`src/rtl/mash_pkg.sv`:
```
package mash_pkg;
  typedef enum logic {
    MODE_FIRST = 1'b0,
    MODE_MASH  = 1'b1
  } mod_mode_e;

  localparam int unsigned NUM_STAGES = 3;
endpackage

```
`src/rtl/frac_rst_sync.sv`:
```
module frac_rst_sync #(
  parameter int unsigned DEPTH = 2
) (
  input  logic clk,
  input  logic rst_n,
  output logic rst_sync_n
);
  logic [DEPTH-1:0] sync_q;
  logic [DEPTH-1:0] sync_d;

  always_comb begin
    sync_d = {sync_q[DEPTH-2:0], 1'b1};
  end

  always_ff @(posedge clk or negedge rst_n) begin
    if (!rst_n) sync_q <= '0;
    else        sync_q <= sync_d;
  end

  assign rst_sync_n = sync_q[DEPTH-1];
endmodule

```
`src/rtl/frac_acc_stage.sv`:
```
module frac_acc_stage #(
  parameter int unsigned ACC_W = 9
) (
  input  logic             clk,
  input  logic             rst_n,
  input  logic             step,
  input  logic             clr,
  input  logic             active,
  input  logic [ACC_W-1:0] addend,
  output logic             carry,
  output logic [ACC_W-1:0] residue,
  output logic [ACC_W-1:0] acc_q
);
  logic [ACC_W:0]   sum;
  logic [ACC_W-1:0] acc_d;

  always_comb begin
    sum     = {1'b0, acc_q} + {1'b0, addend};
    carry   = active & sum[ACC_W];
    residue = active ? sum[ACC_W-1:0] : '0;
  end

  always_comb begin
    acc_d = acc_q;
    if (clr || !active) acc_d = '0;
    else if (step)      acc_d = sum[ACC_W-1:0];
  end

  always_ff @(posedge clk or negedge rst_n) begin
    if (!rst_n) acc_q <= '0;
    else        acc_q <= acc_d;
  end

  // a carry means the accumulator wrapped and ends lower than it was
  p_carry_wraps_r2: assert property (@(posedge clk) disable iff (!rst_n)
    (step && !clr && active && carry) |=> (acc_q < $past(acc_q)));

  // without a carry the accumulator does not decrease
  p_no_carry_grows_r2: assert property (@(posedge clk) disable iff (!rst_n)
    (step && !clr && active && !carry) |=> (acc_q >= $past(acc_q)));

  // a stage that is not active in this mode stays empty
  p_idle_stage_empty_r4: assert property (@(posedge clk) disable iff (!rst_n)
    (!active) |=> (acc_q == '0));
endmodule

```
`src/rtl/mash_noise_cancel.sv`:
```
module mash_noise_cancel #(
  parameter int unsigned OUT_W = 4
) (
  input  logic                    clk,
  input  logic                    rst_n,
  input  logic                    step,
  input  logic                    clr,
  input  logic                    mash,
  input  logic                    c1,
  input  logic                    c2,
  input  logic                    c3,
  output logic signed [OUT_W-1:0] y_q
);
  logic c2_d1_q, c3_d1_q, c3_d2_q;
  logic c2_d1_d, c3_d1_d, c3_d2_d;
  logic signed [OUT_W-1:0] y_d;
  logic signed [OUT_W-1:0] cascade_sum;

  function automatic logic signed [OUT_W-1:0] ext(input logic b);
    return $signed({{(OUT_W-1){1'b0}}, b});
  endfunction

  always_comb begin
    cascade_sum = ext(c1) + ext(c2) - ext(c2_d1_q) + ext(c3)
                - (ext(c3_d1_q) <<< 1) + ext(c3_d2_q);
  end

  always_comb begin
    c2_d1_d = c2_d1_q;
    c3_d1_d = c3_d1_q;
    c3_d2_d = c3_d2_q;
    y_d     = y_q;
    if (clr) begin
      c2_d1_d = 1'b0;
      c3_d1_d = 1'b0;
      c3_d2_d = 1'b0;
      y_d     = '0;
    end else if (step) begin
      if (mash) begin
        c2_d1_d = c2;
        c3_d1_d = c3;
        c3_d2_d = c3_d1_q;
        y_d     = cascade_sum;
      end else begin
        c2_d1_d = 1'b0;
        c3_d1_d = 1'b0;
        c3_d2_d = 1'b0;
        y_d     = ext(c1);
      end
    end
  end

  always_ff @(posedge clk or negedge rst_n) begin
    if (!rst_n) begin
      c2_d1_q <= 1'b0;
      c3_d1_q <= 1'b0;
      c3_d2_q <= 1'b0;
      y_q     <= '0;
    end else begin
      c2_d1_q <= c2_d1_d;
      c3_d1_q <= c3_d1_d;
      c3_d2_q <= c3_d2_d;
      y_q     <= y_d;
    end
  end

  // cascade output stays in -3..+4
  p_out_range_r5: assert property (@(posedge clk) disable iff (!rst_n)
    (y_q >= -3) && (y_q <= 4));

  // single-accumulator output is 0 or 1
  p_first_order_bits_r2: assert property (@(posedge clk) disable iff (!rst_n)
    (step && !clr && !mash) |=> (y_q == 0 || y_q == 1));

  // output holds while idle
  p_hold_idle_r8: assert property (@(posedge clk) disable iff (!rst_n)
    (!step && !clr) |=> $stable(y_q));

  // a clear zeroes the output
  p_clear_out_r7: assert property (@(posedge clk) disable iff (!rst_n)
    clr |=> (y_q == 0));
endmodule

```
`src/rtl/mash_frac_mod.sv`:
```
module mash_frac_mod
  import mash_pkg::*;
#(
  parameter int unsigned ACC_W = 9,
  parameter int unsigned OUT_W = 4
) (
  input  logic             clk,
  input  logic             rst_n,
  input  logic             en,
  input  logic             mode_sel,
  input  logic [ACC_W-1:0] frac_i,
  output logic [OUT_W-1:0] corr_o
);
  localparam int unsigned NS = NUM_STAGES;

  logic      rst_sync_n;
  mod_mode_e mode_q, mode_d;
  logic      clr, step;
  logic [NS-1:0]    carry;
  logic [ACC_W-1:0] residue [NS];
  logic [ACC_W-1:0] acc_q   [NS];
  logic signed [OUT_W-1:0] y_q;

  frac_rst_sync #(.DEPTH(2)) u_rst_sync (
    .clk        (clk),
    .rst_n      (rst_n),
    .rst_sync_n (rst_sync_n)
  );

  always_comb begin
    mode_d = mod_mode_e'(mode_sel);
    clr    = (mode_d != mode_q);
    step   = en & ~clr;
  end

  always_ff @(posedge clk or negedge rst_sync_n) begin
    if (!rst_sync_n) mode_q <= MODE_FIRST;
    else             mode_q <= mode_d;
  end

  for (genvar g = 0; g < NS; g++) begin : g_stage
    logic [ACC_W-1:0] addend;
    logic             active;
    if (g == 0) begin : g_head
      assign addend = frac_i;
      assign active = 1'b1;
    end else begin : g_tail
      assign addend = residue[g-1];
      assign active = (mode_q == MODE_MASH);
    end
    frac_acc_stage #(.ACC_W(ACC_W)) u_acc (
      .clk     (clk),
      .rst_n   (rst_sync_n),
      .step    (step),
      .clr     (clr),
      .active  (active),
      .addend  (addend),
      .carry   (carry[g]),
      .residue (residue[g]),
      .acc_q   (acc_q[g])
    );
  end

  mash_noise_cancel #(.OUT_W(OUT_W)) u_cancel (
    .clk   (clk),
    .rst_n (rst_sync_n),
    .step  (step),
    .clr   (clr),
    .mash  (mode_q == MODE_MASH),
    .c1    (carry[0]),
    .c2    (carry[1]),
    .c3    (carry[2]),
    .y_q   (y_q)
  );

  assign corr_o = y_q;

  // a mode change empties every accumulator
  p_switch_clears_r7: assert property (@(posedge clk) disable iff (!rst_sync_n)
    clr |=> (acc_q[0] == '0 && acc_q[1] == '0 && acc_q[2] == '0));

  // accumulators hold while disabled and the mode is unchanged
  p_acc_hold_r8: assert property (@(posedge clk) disable iff (!rst_sync_n)
    (!en && !clr) |=> $stable(acc_q[0]));

  // reset state of the output
  p_reset_out_r1: assert property (@(posedge clk) !rst_sync_n |-> corr_o == '0);
endmodule

```
`config.mk`:
```
export PLATFORM = sky130hd
export DESIGN_NAME = mash_frac_mod
export DESIGN_NICKNAME = d
export VERILOG_FILES = /design/src/rtl/mash_pkg.sv /design/src/rtl/frac_rst_sync.sv /design/src/rtl/frac_acc_stage.sv /design/src/rtl/mash_noise_cancel.sv /design/src/rtl/mash_frac_mod.sv
export SDC_FILE = /design/constraint.sdc
export NUM_CORES = 1
export LEC_CHECK = 0
export ABC_AREA = 1
export BUFFER_PORTS_ARGS = -buffer_cell sky130_fd_sc_hd__buf_2
export CAP_MARGIN = 15
export CORE_AREA = 2 2 71 73
export DETAILED_ROUTE_END_ITERATION = 8
export DIE_AREA = 0 0 73 75
export PLACE_DENSITY = 0.82
export SYNTH_ARGS = -nofsm -noshare
export SYNTH_HDL_FRONTEND = slang
export SYNTH_SLANG_ARGS = --single-unit
```
`constraint.sdc`:
```
create_clock -name clk -period 2 [get_ports clk]
set_clock_uncertainty 0.15 [all_clocks]
set_input_delay 0.4 -clock clk [delete_from_list [all_inputs] [get_ports clk]]
set_output_delay 0.4 -clock clk [all_outputs]
set_load 0.005 [all_outputs]
```
==> results of run 1 <==
-- cells in the mapped netlist, types with 5 or more instances --
cell type / instances / area (um2)
sky130_fd_sc_hd__o21ai_0: 8 / 40.0
sky130_fd_sc_hd__nand3b_1: 12 / 90.1
sky130_fd_sc_hd__inv_1: 55 / 206
sky130_fd_sc_hd__fa_1: 5 / 100
sky130_fd_sc_hd__nor2_1: 23 / 86.3
sky130_fd_sc_hd__ha_1: 32 / 400
sky130_fd_sc_hd__a21oi_1: 14 / 70.1
sky130_fd_sc_hd__a22o_1: 5 / 43.8
sky130_fd_sc_hd__nand2_1: 158 / 593
sky130_fd_sc_hd__dfrtp_1: 37 / 926
sky130_fd_sc_hd__nand3_1: 30 / 150
sky130_fd_sc_hd__xnor2_1: 5 / 43.8
-- metrics by stage --
stage | std cells | power [mW] | setup TNS (ns) | setup WS [ns] | instance area [um2]
after floorplan | 408 | 1.66 | -19.27 | -2.31 | 3030
after global placement | 543 | 2.18 | -27.04 | -2.74 | 3670
after detailed placement | 543 | 2.24 | -28.37 | -2.88 | 3670
after CTS | 561 | 3.10 | -24.70 | -2.70 | 4130
after global routing | 567 | 3.57 | -33.18 | -3.13 | 4270
final | 567 | 3.48 | -31.09 | -3.00 | 4270
-- area by class of cell --
cell class	count	area (um2)	area share, %
well taps	54	67.6	1.58
repair buffers	102	747	17.5
inverters	57	215	5.04
flip-flops and latches	37	926	21.7
clock inverters	3	25.0	0.585
clock buffers	5	68.8	1.61
multi-input cells	309	2220	52.0
-- logic make-up (layout without fill, tap and decap cells) --
group           Yosys count  count (layout)  share of synthesized area, %
compound gates           31              31                          6.52
buf+inv                  62             167                          8.66
xor+xnor                  7               7                          2.09
flops                    37              37                          31.6
simple gates            233             233                          34.0
fa+ha+maj                37              37                          17.1
other cells               1               1                         0.128
-- cell usage in the layout (no fill, tap or decap), drive strengths merged, types with 3 or more instances in the layout --
master / synthesis / layout
a21oi: 14 / 14
a22o: 5 / 5
a32o: 3 / 3
and2: 4 / 4
buf: 5 / 101
clkbuf: 0 / 5
clkinv: 2 / 3
dfrtp: 37 / 37
fa: 5 / 5
ha: 32 / 32
inv: 55 / 56
nand2: 159 / 159
nand3: 30 / 30
nand3b: 12 / 12
nor2: 25 / 25
o21ai: 8 / 8
xnor2: 5 / 5
-- worst max-delay path, cell delays in order, from the launching register on --
cell and delay (ns):
sky130_fd_sc_hd__dfrtp_1 0.41, sky130_fd_sc_hd__ha_1 0.30, sky130_fd_sc_hd__or2_1 0.28, sky130_fd_sc_hd__nand3_1 0.13
sky130_fd_sc_hd__nand3b_1 0.11, sky130_fd_sc_hd__and2_1 0.21, sky130_fd_sc_hd__ha_4 0.32, sky130_fd_sc_hd__nand2_1 0.06
sky130_fd_sc_hd__nand2_1 0.13, sky130_fd_sc_hd__inv_1 0.10, sky130_fd_sc_hd__nand2_1 0.08, sky130_fd_sc_hd__nand2_1 0.08
sky130_fd_sc_hd__nand2_1 0.08, sky130_fd_sc_hd__nor2_1 0.05, sky130_fd_sc_hd__ha_1 0.35, sky130_fd_sc_hd__nand2_1 0.11
sky130_fd_sc_hd__nand2_1 0.11, sky130_fd_sc_hd__a21oi_2 0.17, sky130_fd_sc_hd__nand3_2 0.13, sky130_fd_sc_hd__nand2_2 0.15
sky130_fd_sc_hd__ha_4 0.16, sky130_fd_sc_hd__inv_2 0.04, sky130_fd_sc_hd__fa_2 0.58, sky130_fd_sc_hd__ha_4 0.18
sky130_fd_sc_hd__inv_2 0.05, sky130_fd_sc_hd__ha_4 0.21, sky130_fd_sc_hd__o31ai_2 0.17
-- repair_timing --
item                                    4_1_cts  5_1_grt
endpoints found under the setup margin       22       22
endpoints found under the hold margin         2        0
pin swaps                                    45       35
hold buffers                                  1        0
resized for setup                            60       27
buffers inserted                              9        6
-- registers in the layout, indices dropped and copies added, names as in the netlist --
register             flops
u_cancel.y_q             4
g_stage.active           1
u_cancel.c3_d1_q         1
g_stage.u_acc.acc_q     27
u_rst_sync.sync_q        2
u_cancel.c3_d2_q         1
u_cancel.c2_d1_q         1
-- per-layer routing --
layer | global-route usage, % | routed length (um)
met3 | 11.6 | 1290
met1 | 44.9 | 4240
met2 | 73.4 | 5910
met4 | 32.7 | 1340
met5 | 0 | 0
-- path summary, 6_finish.rpt --
kind	start	end	slack, ns
setup / recovery	g_stage[0].u_acc.acc_q[2]$_DFFE_PN0P_	u_cancel.y_q[2]$_DFFE_PN0P_	-3.00
hold / removal	mode_sel	g_stage[1].active$_DFF_PN0_	0.06
setup reg to reg	g_stage[0].u_acc.acc_q[2]$_DFFE_PN0P_	u_cancel.y_q[2]$_DFFE_PN0P_	-3.00
hold reg to reg	u_rst_sync.sync_q[1]$_DFF_PN0_	u_cancel.y_q[1]$_DFFE_PN0P_	0.08
max in group asynchronous	rst_n	u_rst_sync.sync_q[1]$_DFF_PN0_	1.31
min in group asynchronous	u_rst_sync.sync_q[1]$_DFF_PN0_	u_cancel.y_q[1]$_DFFE_PN0P_	0.08
-- power by group --
part / switching (mW) / internal, mW / total, mW / leakage [nW]
logic: 1.10 / 0.939 / 2.04 / 1.83
registers: 0.0435 / 0.799 / 0.842 / 0.501
clock network: 0.342 / 0.252 / 0.594 / 0.0447
==> summary.md, run 1 <==
| Metric | Value |
|---|---|
| WP data arrival | 5.09 ns |
| Final-report hold violation count | 0 |
| Total clock sinks | 37 |
| Final antenna-violating net count | 0 |
| Worst hold path stage count | 1 |
| Share of flip-flops with an asynchronous set or reset after synthesis | 100% |
| Worst voltage drop across the vdd grid | 0.000613 V |
| TritonCTS clock tree | done |
| H-tree depth | 2 |
| Leakage dissipation | 2.38 nW |
| Shortest clock period the worst path allows after layout | 5.00 ns |
| Routability congestion estimate from global placement | 0.888 |
| Total track usage | 42.9% |
| Core Util, Final | 91.7% |
| Maximum frequency from static timing analysis | 200 MHz |
| Data required time of the worst path | 2.08 ns |
| Maximum fanout encountered on the critical timing path | 4 |
| Buffer levels on the longest clock path | 2 |
| Pins over their slew limit | 0 |
| Pin count of the biggest net entering global routing | 22 |
| Clk Latency, worst-skew pair | 0.32 ns |
| Minimum hold slack | 0.0592 ns |
| ANT cells | 0 |
| Area growth from synthesis to layout | 45.7% |
| Antenna violations before repair | 0 |
| Depth of the most critical reg-to-reg path | 26 |
| Hold/Removal Path Class | primary input to register |
| Die area | 5480 um2 |
| Starting density of the core | 63.0% |
| Final worst slack | -3.00 ns |
| Count of endpoints failing setup in the final report | 23 |
| Drt wl/cell | 22.5 um |
| Initial DRC count | 568 |
| Outcome | finished with violations |
| Mean post-synth cell area | 7.19 um2 |
| Height of the die | 75 um |
| Number of distinct standard cells referenced by the synthesized netlist | 26 |
| DRC violation count after routing | 0 |
| Avg Vias per Cell | 6.54 |
| Number of warnings reported in the yosys synthesis log | 0 |
| Floorplan Core Area | 4660 um2 |
| Fill count | 180 |
| Post-layout net count | 562 |
| Number of enable-type register cells in the synthesized netlist | 0 |
| Power density cells | 813 nW/um2 |
| Placed wire-length estimate | 5710 um |
| Wire length of the first global-routing pass | 17300 um |
| Gate Count Post-Synth | 408 |
| Root Buffer Master | sky130_fd_sc_hd__clkbuf_8 |
| Die width | 73 um |
| Endpoint kind of the worst setup timing path | register |
| Total of buffers placed on input and output ports | 16 |
| Share of layout cells above drive strength 1 | 39.2% |
| Period Utilization, post-route | 250% |
| Crit Path Category | register to register |
| Post-synthesis sequential area ratio | 31.6% |
| RSZ-0062 raised after global routing | true |
| Number of max-capacitance violations reported | 0 |
| Leftover overflow at the end of global routing | 0 |
| Routed wire length | 12800 um |
| Total via count after detailed routing | 3710 |
| Boundary Pins | 17 |
| Register clock-pin slew on the reported worst setup and hold paths | 0.10 ns |
| DR pass1 iterations | 6 |
| Cell row count | 25 |
| Failing checks | negative setup slack |
| Cell Area, Synth | 2930 um2 |
| Number of global-route vias before repair | 3598 |
| Synth Net Count | 458 |
| Main flop type after synthesis | sky130_fd_sc_hd__dfrtp_1 |
| Kind of start point of the critical path | register |
| Total CTS buffers | 5 |
| Post-synthesis register bit count | 37 |
(Power assumes the default switching activity.)
==> inputs of run 2 (changes only) <==
--- a/config.mk
+++ b/config.mk
@@ -8,10 +8,11 @@
 export ABC_AREA = 1
 export BUFFER_PORTS_ARGS = -buffer_cell sky130_fd_sc_hd__buf_2
 export CAP_MARGIN = 15
-export CORE_AREA = 2 2 71 73
+export CORE_AREA = 2 2 72 74
 export DETAILED_ROUTE_END_ITERATION = 8
-export DIE_AREA = 0 0 73 75
-export PLACE_DENSITY = 0.82
+export DIE_AREA = 0 0 74 76
+export GPL_TIMING_DRIVEN = 1
+export PLACE_DENSITY = 0.8
 export SYNTH_ARGS = -nofsm -noshare
 export SYNTH_HDL_FRONTEND = slang
 export SYNTH_SLANG_ARGS = --single-unit
==> constraint.sdc (replaced) <==
create_clock -name clk -period 4.9 [get_ports clk]
set_clock_uncertainty 0.15 [all_clocks]
set_input_delay 0.98 -clock clk [delete_from_list [all_inputs] [get_ports clk]]
set_output_delay 0.98 -clock clk [all_outputs]
set_load 0.005 [all_outputs]
==> run 2 against run 1 <==
Effect of this change: the run still ends with negative setup slack left; combinational power decreased by 71%; design area decreased by 11%; wire length decreased by 45%; largest cell class unchanged; highest routed layer unchanged; global-route usage decreased by 16 points; sequential share of layout area increased by 2.8 points; clock power decreased by 53%; sequential power decreased by 59%; hold slack improved by 0.073 ns; power decreased by 65%; count of clock-buffer cells in the layout unchanged; worst setup slack improved by 2.8 ns.
==> summary.md, run 2 (synthesized netlist as in run 1, its figures left out) <==
| Metric | Value |
|---|---|
| Outcome | finished with violations |
| Failing checks | negative setup slack |
| WP data arrival | 5.13 ns |
| DRC violation count after routing | 0 |
| Startpoint of the worst setup timing path | frac_i[0] |
| Depth of the most critical reg-to-reg path | 28 |
| Startpoint of the most critical register-to-register path | g_stage[0].u_acc.acc_q[0]$_DFFE_PN0P_ |
| Wire length of the first global-routing pass | 11700 um |
| Die area | 5620 um2 |
| Final antenna-violating net count | 0 |
| Core Util, Final | 77.1% |
| Slowest stage cell on the critical path | sky130_fd_sc_hd__fa_1 |
| Flop-to-flop setup slack | 0.13 ns |
| Antenna violations before repair | 0 |
| Routed wire length | 6970 um |
| Drt wl/cell | 12.6 um |
| Power density cells | 322 nW/um2 |
| Floorplan Core Area | 4910 um2 |
| Final-report hold violation count | 0 |
| Endpoint kind of the worst setup timing path | register |
| Routability congestion estimate from global placement | 0.911 |
| Register share of total power | 28.0% |
| Root Buffer Master | sky130_fd_sc_hd__clkbuf_8 |
| Avg Vias per Cell | 5.08 |
| Number of flip-flops under the largest register name | 27 |
| Maximum fanout encountered on the critical timing path | 4 |
| Highest-count cells in the layout ignoring fill and taps | sky130_fd_sc_hd__nand2_1, sky130_fd_sc_hd__buf_4, sky130_fd_sc_hd__inv_1 |
| Clock power frac | 22.8% |
| CP most frequent cell | sky130_fd_sc_hd__nand2_2 |
| Area of all placed cells without fillers | 3790 um2 |
| Number of global-route vias before repair | 2787 |
| Largest registers | g_stage.u_acc.acc_q x27, u_cancel.y_q x4, u_rst_sync.sync_q x2 |
| Power share of the combinational group | 49.2% |
| Pin count of the biggest net entering global routing | 36 |
| DR pass1 iterations | 4 |
| Height of the die | 76 um |
| Leftover overflow at the end of global routing | 0 |
| Kind of start point of the critical path | primary input |
| Minimum hold slack | 0.132 ns |
| Maximum frequency from static timing analysis | 197 MHz |
| Starting density of the core | 59.7% |
| H-tree depth | 2 |
| Share of layout cells above drive strength 1 | 25.4% |
| RSZ-0062 raised after global routing | true |
| Post-Place Setup Slack | -0.601 ns |
| Leakage dissipation | 2.18 nW |
| Switching power summed over all nets | 449 uW |
| Count of endpoints failing setup in the final report | 3 |
| ANT cells | 0 |
| Placed wire-length estimate | 5120 um |
| Number of max-capacitance violations reported | 0 |
| Buffer levels on the longest clock path | 2 |
| Register clock-pin slew on the reported worst setup and hold paths | 0.09 ns |
| Shortest clock period the worst path allows after layout | 5.09 ns |
| Total of buffers placed on input and output ports | 16 |
| Total clock sinks | 37 |
| Boundary Pins | 17 |
| TritonCTS clock tree | done |
| Post-layout power | 1.22 mW |
| Worst relative slew slack | 26.7% |
| Slowest Stage Delay on Critical Path | 0.49 ns |
| Total CTS buffers | 5 |
| Switching share of power | 36.8% |
| Period Utilization, post-route | 104% |
| Post-layout net count | 530 |
| Total via count after detailed routing | 2799 |
| Worst voltage drop across the vdd grid | 0.000179 V |
| Most frequent standard cell in the layout excluding fill and tap cells | sky130_fd_sc_hd__nand2_1 |
| Internal Pwr Total | 772 uW |
| Total negative slack for setup checks | -0.431 ns |
| Post-DP Area | 3480 um2 |
| Largest Register | g_stage.u_acc.acc_q |
| Slew at the pin with the worst max-slew slack | 1.09 ns |
| Clk Latency, worst-skew pair | 0.31 ns |
| Hold/Removal Path Class | register to async pin |
| Die width | 74 um |
| Cell row count | 26 |
| Filler-free cell count of the finished design | 551 |
| Pins over their slew limit | 0 |
| Crit Path Category | primary input to register |
| Total track usage | 26.5% |
| Number of instances in the placed design | 537 |
| Final worst slack | -0.186 ns |
| Area growth from synthesis to layout | 29.1% |
| Data required time of the worst path | 4.94 ns |
| End of the worst register-to-register path | u_cancel.y_q[3]$_DFFE_PN0P_ |
| Initial DRC count | 136 |
## run 2: cell count changes in the layout (fill, tap and decap cells not counted), sizes merged
cell,change
buf,-31
bufinv,+1
dlygate4sd3,-1
inv,-1
## run 2: routing by layer
metal	share of wire, %	vias up	GRT usage [%]
li1	-	1435	-
met1	43	1305	31.2
met2	52	43	45.2
met3	3.1	16	5.69
met4	2.1	0	11.6
met5	0	-	0
## run 2: cell type report
class	instances	area [um2]
Multi-Input combinational cell	309	1950
Sequential cell	37	926
Clock buffer	5	68.8
Fill cell	336	1120
Tap cell	70	87.6
Inverter	57	215
Timing Repair Buffer	70	492
Clock inverter	3	46.3
## run 2: critical path: cells and delay by family
kind | cells | cell delay [ns]
buffers and inverters | 4 | 0.21
AND/OR/NAND/NOR | 15 | 1.41
AO/OA/AOI/OAI | 2 | 0.39
adder cells (fa/ha/maj) | 8 | 2.13
## run 2: power groups by stage
stage,Sequential (mW),Clock [mW],Combinational (mW)
6_report,0.342,0.279,0.600
4_1_cts,0.342,0.281,0.570
3_3_place_gp,0.347,0,0.510
2_1_floorplan,0.347,0,0.317
3_5_place_dp,0.347,0,0.526
5_1_grt,0.345,0.298,0.665
## run 2: worst max path at each step
stage | end | slack (ns) | cells past startpoint
2_1_floorplan | u_cancel.y_q[2]$_DFFE_PN0P_ | 0.02 | 28
3_3_place_gp | u_cancel.y_q[2]$_DFFE_PN0P_ | -0.40 | 29
3_5_place_dp | u_cancel.y_q[2]$_DFFE_PN0P_ | -0.60 | 29
4_1_cts | u_cancel.y_q[2]$_DFFE_PN0P_ | -0.10 | 29
5_1_grt | u_cancel.y_q[2]$_DFFE_PN0P_ | -0.39 | 29
6_report | u_cancel.y_q[3]$_DFFE_PN0P_ | -0.19 | 29
## run 2: what timing repair did
item	in CTS	in global routing
hold buffers	0	0
pin swaps	28	22
endpoints found under the setup margin	3	4
setup buffers	5	1
gates resized for setup	24	14
